===== src/rtl/gprm_pkg.sv =====
package gprm_pkg;

    localparam int VIEW_W = 3;

    typedef enum logic [VIEW_W-1:0] {
        VW_LO8 = 3'd0,
        VW_HI8 = 3'd1,
        VW_W16 = 3'd2,
        VW_W32 = 3'd3,
        VW_W64 = 3'd4
    } view_e;

endpackage


===== src/rtl/gprm_merge.sv =====
module gprm_merge
    import gprm_pkg::*;
#(
    parameter int XLEN      = 64,
    parameter int IDXW      = 4,
    parameter int HI8_LIMIT = 4
) (
    input  logic [XLEN-1:0]   old_val,
    input  logic [XLEN-1:0]   new_val,
    input  logic [VIEW_W-1:0] view,
    input  logic [IDXW-1:0]   idx,
    output logic [XLEN-1:0]   merged,
    output logic              legal
);

    localparam logic [IDXW:0] HI8_BOUND = (IDXW+1)'(HI8_LIMIT);

    logic hi8_ok;
    assign hi8_ok = ({1'b0, idx} < HI8_BOUND);

    always_comb begin
        merged = old_val;
        legal  = 1'b1;
        case (view)
            VW_LO8: merged[7:0]  = new_val[7:0];
            VW_HI8: begin
                if (hi8_ok) merged[15:8] = new_val[7:0];
                else        legal        = 1'b0;
            end
            VW_W16: merged[15:0] = new_val[15:0];
            VW_W32: merged       = XLEN'(new_val[31:0]);
            VW_W64: merged       = new_val;
            default: legal       = 1'b0;
        endcase
    end

endmodule


===== src/rtl/gprm_view_rd.sv =====
module gprm_view_rd
    import gprm_pkg::*;
#(
    parameter int XLEN = 64
) (
    input  logic [XLEN-1:0]   reg_val,
    input  logic [VIEW_W-1:0] view,
    output logic [XLEN-1:0]   data
);

    always_comb begin
        case (view)
            VW_LO8:  data = XLEN'(reg_val[7:0]);
            VW_HI8:  data = XLEN'(reg_val[15:8]);
            VW_W16:  data = XLEN'(reg_val[15:0]);
            VW_W32:  data = XLEN'(reg_val[31:0]);
            VW_W64:  data = reg_val;
            default: data = '0;
        endcase
    end

endmodule


===== src/rtl/gpr_merge_file.sv =====
module gpr_merge_file
    import gprm_pkg::*;
#(
    parameter int NREG      = 16,
    parameter int XLEN      = 64,
    parameter int HI8_LIMIT = 4,
    parameter int NRD       = 2
) (
    input  logic                     clk,
    input  logic                     rst,
    input  logic                     wr_en,
    input  logic [$clog2(NREG)-1:0]  wr_idx,
    input  logic [VIEW_W-1:0]        wr_view,
    input  logic [XLEN-1:0]          wr_data,
    input  logic [$clog2(NREG)-1:0]  rd0_idx,
    input  logic [VIEW_W-1:0]        rd0_view,
    output logic [XLEN-1:0]          rd0_data,
    input  logic [$clog2(NREG)-1:0]  rd1_idx,
    input  logic [VIEW_W-1:0]        rd1_view,
    output logic [XLEN-1:0]          rd1_data,
    output logic                     wr_err
);

    localparam int IDXW = $clog2(NREG);
    localparam logic [IDXW:0] HI8_BOUND = (IDXW+1)'(HI8_LIMIT);

    typedef struct packed {
        logic [NREG-1:0][XLEN-1:0] regs;
        logic                      err;
    } state_t;

    state_t s_d, s_q;

    logic [XLEN-1:0] merged_d;
    logic            legal_d;

    gprm_merge #(
        .XLEN      (XLEN),
        .IDXW      (IDXW),
        .HI8_LIMIT (HI8_LIMIT)
    ) u_merge (
        .old_val (s_q.regs[wr_idx]),
        .new_val (wr_data),
        .view    (wr_view),
        .idx     (wr_idx),
        .merged  (merged_d),
        .legal   (legal_d)
    );

    always_comb begin
        s_d     = s_q;
        s_d.err = 1'b0;
        if (wr_en) begin
            if (legal_d) s_d.regs[wr_idx] = merged_d;
            else         s_d.err          = 1'b1;
        end
    end

    always_ff @(posedge clk) begin
        if (rst) s_q <= '0;
        else     s_q <= s_d;
    end

    assign wr_err = s_q.err;

    // Read ports
    logic [NRD-1:0][IDXW-1:0]   rd_idx_a;
    logic [NRD-1:0][VIEW_W-1:0] rd_view_a;
    logic [NRD-1:0][XLEN-1:0]   rd_data_a;

    assign rd_idx_a  = {rd1_idx, rd0_idx};
    assign rd_view_a = {rd1_view, rd0_view};
    assign rd0_data  = rd_data_a[0];
    assign rd1_data  = rd_data_a[1];

    for (genvar p = 0; p < NRD; p++) begin : g_rd
        gprm_view_rd #(.XLEN(XLEN)) u_rd (
            .reg_val (s_q.regs[rd_idx_a[p]]),
            .view    (rd_view_a[p]),
            .data    (rd_data_a[p])
        );
    end


    reset_clear_chk: assert property (@(posedge clk)
        rst |=> (s_q.regs == '0 && !wr_err));


    w32_upper_zero_chk: assert property (@(posedge clk) disable iff (rst)
        (wr_en && wr_view == VW_W32) |=> (s_q.regs[$past(wr_idx)][XLEN-1:32] == '0));


    w16_upper_keep_chk: assert property (@(posedge clk) disable iff (rst)
        (wr_en && wr_view == VW_W16)
        |=> (s_q.regs[$past(wr_idx)][XLEN-1:16] == $past(s_q.regs[wr_idx][XLEN-1:16])));


    lo8_upper_keep_chk: assert property (@(posedge clk) disable iff (rst)
        (wr_en && wr_view == VW_LO8)
        |=> (s_q.regs[$past(wr_idx)][XLEN-1:8] == $past(s_q.regs[wr_idx][XLEN-1:8])));


    hi8_reject_chk: assert property (@(posedge clk) disable iff (rst)
        (wr_en && wr_view == VW_HI8 && {1'b0, wr_idx} >= HI8_BOUND)
        |=> (wr_err && $stable(s_q.regs)));


    err_cause_chk: assert property (@(posedge clk) disable iff (rst)
        wr_err |-> $past(wr_en));


    idle_hold_chk: assert property (@(posedge clk) disable iff (rst)
        !wr_en |=> ($stable(s_q.regs) && !wr_err));

endmodule


===== config.mk =====
export PLATFORM = sky130hd
export DESIGN_NAME = gpr_merge_file
export DESIGN_NICKNAME = d
export VERILOG_FILES = /design/src/rtl/gprm_pkg.sv /design/src/rtl/gprm_merge.sv /design/src/rtl/gprm_view_rd.sv /design/src/rtl/gpr_merge_file.sv
export SDC_FILE = /design/constraint.sdc
export NUM_CORES = 2
export LEC_CHECK = 0
export BUFFER_PORTS_ARGS = -buffer_cell sky130_fd_sc_hd__buf_2
export CAP_MARGIN = 10
export CORE_ASPECT_RATIO = 0.5
export CORE_MARGIN = 1.5
export CORE_UTILIZATION = 47
export CTS_BUF_LIST = sky130_fd_sc_hd__clkbuf_4
export DETAILED_ROUTE_END_ITERATION = 10
export HOLD_SLACK_MARGIN = 0.03
export PLACE_DENSITY = 0.6
export SYNTH_ARGS = -nofsm -noshare
export SYNTH_HDL_FRONTEND = slang
export SYNTH_SLANG_ARGS = --single-unit

===== constraint.sdc =====
create_clock -name clk -period 2.95 [get_ports clk]
set_input_delay 0.1475 -clock clk [delete_from_list [all_inputs] [get_ports clk]]
set_output_delay 0.1475 -clock clk [all_outputs]
set_load 0.01 [all_outputs]

==> flow_summary.toml <==
[timing]
skew_ns = 0.0713
fin_crit_sh = 1.09
relSlewSlack = 0.0628
setup_slack_ns = -0.276
worst_pin_slew_ns = 1.37
finalSetupViolCount = 91
finalCriticalPeriod_ns = 3.23
rsz0062_at_grt = "yes"
timing.fmax_mhz = 310
slew_viol_final = 0
finalHoldViolations = 0

[flow_run]
cap_viol_max_count = 0

[global_route]
gr-total-overflow = 0
grt_max_degree = 220
grt_use_total = 0.342
antenna_found_initial = 7
grt_pass1_vias = 52200
grt_pass1_wl_microns = 337000

[clock_network]
clk_pin_slew_ns = 0.08
htree_levels = 4
tritoncts = "done"
clock_path_buffers = 3
clk_latency_ns = 1.28
ctsRootBufferMaster = "clkbuf_4"
cts.sinks = 1025
cts_inserted_buffers = 241

[floorplan]
die_h_microns = 256
pin_count = 217
die_w_microns = 509
core_sq_mm = 0.126
die_area_sq_mm = 0.130
rows = 92
initial_utilization = 0.475

[critical_path]
startpoint = "s_q[908]$_SDFFE_PP0P_"
worstReg2RegStart = "s_q[206]$_SDFFE_PP0P_"
worst-setup-path-type = "reg -> out"
cp.required_ns = 2.80
arrival_ns = 3.08
crit_path_end = "rd1_data[3]"
r2r_slack_ns = 0.44
path_max_fanout = 4
reg2reg_to = "s_q[334]$_SDFFE_PP0P_"
crit_path_end_kind = "output pin"
cp-start-kind = "flop"
r2r.worst_path.cells = 7

[logic_synthesis]
yosysWarnings = 0
ys.flop_type = "dfxtp_1"
synth-seq-cells = 1025
yosysSeqAreaShare = 0.342
syn-instance-count = 5632
synthesis.nets = 5720
async_flop_share = 0
yosysUniqueCellTypes = 63
synth_area_sq_mm = 0.0601
syn_area_per_cell_sq_um = 10.7
synth_edf_count = 0

[placement]
io_buffers = 216
gp_congestion = 0.908
dp.final_hpwl_microns = 136000
dp_slack_ns = 0.183

[final_layout]
final_common_cell = "mux4_2"
multi_input_area_sq_mm = 0.0378
nFillCells = 10700
drive_gt1_frac = 0.401
synthToLayoutAreaGrowth_pct = 17.9
regArea_sq_mm = 0.0210
final_cell_mix = "mux4_2, nor2_1, a211oi_1, dfxtp_1, dfxtp_2"
nets = 5953

[power]
finalPower_mw = 30.1
p_leak_nw = 23.8
irDropWorstVdd_uv = 362
p_per_area_mw_per_mm2 = 425

[drt]
via_count = 53500
viasPerCell = 6.91
wl_per_cell_microns = 29.4
wl_microns = 228000
dr.pass1.iters = 6
drt-initial-drc-count = 6515
ant_nets = 0
drcViolationCount = 0

[run_status]
violations = "negative setup slack"
status = "finished with violations"

[worst_hold_path]
hold_path_class = "in -> reg"
hold_depth = 4
[worst max-delay path: stages, from the launching register on]
cell	delay, ns
dfxtp_2	0.34
mux4_2	0.50
mux2i_4	0.26
o22ai_1	0.10
or3_4	0.45
buf_6	0.14
[logic make-up (layout without fill, tap and decap cells)]
| group | count (synthesis) | count (layout) | share of synthesized area |
|---|---|---|---|
| simple gates | 1431 | 1431 | 0.109 |
| buf+inv | 758 | 1171 | 0.0562 |
| mux | 1035 | 1035 | 0.322 |
| flops | 1025 | 1025 | 0.342 |
| compound gates | 1383 | 1383 | 0.171 |
| other cells | 0 | 9 | 0 |
[flip-flops by register name, indices dropped and copies added (netlist names)]
register / cells
s_q: 1024
wr_err: 1
[layout make-up]
class	count	area share
inverter	15	0.000971
sequential	1025	0.297
antenna	9	0.000318
clock buffer	345	0.0366
multi-input combinational	3849	0.533
tap	1692	0.0299
clock inverter	78	0.00542
timing repair buffer	733	0.0973
[cell usage after synthesis (3+ instances only)]
master	n	share of area
nand3_1	392	0.033
nand2_1	56	0.0035
mux2i_1	286	0.048
a211o_1	10	0.0015
o21ai_0	175	0.015
nor2b_1	96	0.010
mux4_2	717	0.27
a221o_1	18	0.0030
and2_1	16	0.0017
a22o_1	13	0.0019
buf_6	16	0.0030
a32o_1	22	0.0037
and3_1	79	0.0082
a31o_1	5	0.00073
a311oi_1	10	0.0015
a31oi_2	8	0.0017
o221ai_1	12	0.0017
o211ai_1	12	0.0015
nor2_2	14	0.0015
o31ai_1	132	0.016
o41ai_1	48	0.0070
a211oi_2	3	0.00062
a211oi_1	692	0.086
mux2_2	32	0.0060
nor3b_1	3	0.00037
o21ai_1	3	0.00025
a32oi_1	32	0.0047
nand3b_1	4	0.00050
clkbuf_1	373	0.023
buf_2	219	0.018
buf_4	37	0.0046
a31o_2	37	0.0054
nand4_1	8	0.00083
buf_1	98	0.0061
o2111ai_1	8	0.0012
nor2_1	698	0.044
a21oi_1	14	0.0012
nor3_1	43	0.0036
or3_1	5	0.00052
a22oi_1	86	0.011
inv_1	13	0.00081
o22ai_1	33	0.0034
nand2b_1	6	0.00062
dfxtp_1	1025	0.34
[where the power goes]
part           internal, mW  switching [mW]
combinational          1.52            2.66
sequential             14.0           0.154
clock                  5.53            6.28
total                  21.0            9.09
[metal layers]
metal / routed length [microns] / GRT usage / vias to the layer above
met1: 89500 / 0.455 / 26800
met3: 24000 / 0.0826 / 714
met4: 12000 / 0.184 / 2
met5: 47 / 0 / -
met2: 102000 / 0.516 / 3270
li1: - / - / 22800
[stage by stage]
stage / hold slack (ns) / utilization / std cells / TNS (ns) / instance area, sq um
CTS: 0.0837 / 0.553 / 7714 / -17.25 / 69900
floorplan: 0.426 / - / 5632 / 0 / 60100
finish: 0.167 / 0.560 / 7746 / -8.68 / 70800
global placement: 0.473 / 0.505 / 7114 / 0 / 63800
global route: 0.140 / 0.560 / 7744 / -18.74 / 70800
detailed placement: 0.489 / 0.505 / 7114 / 0 / 63800
[repair_timing]
item	4_1_cts	5_1_grt
endpoints found under the hold margin	1025	0
hold buffers	101	0
pin swaps	57	21
endpoints found under the setup margin	121	113
resized for setup	506	251
buffers inserted	82	25
[worst min-delay path by stage]
stage	slack (ns)	end	from
final	0.17	s_q[454]$_SDFFE_PP0P_	wr_data[5]
after global routing	0.14	s_q[450]$_SDFFE_PP0P_	wr_idx[1]
after CTS	0.08	s_q[450]$_SDFFE_PP0P_	wr_idx[1]
after detailed placement	0.49	s_q[476]$_SDFFE_PP0P_	s_q[476]$_SDFFE_PP0P_
after global placement	0.47	s_q[92]$_SDFFE_PP0P_	s_q[92]$_SDFFE_PP0P_
after floorplan	0.43	s_q[82]$_SDFFE_PP0P_	wr_data[17]
(Power assumes the default switching activity.)
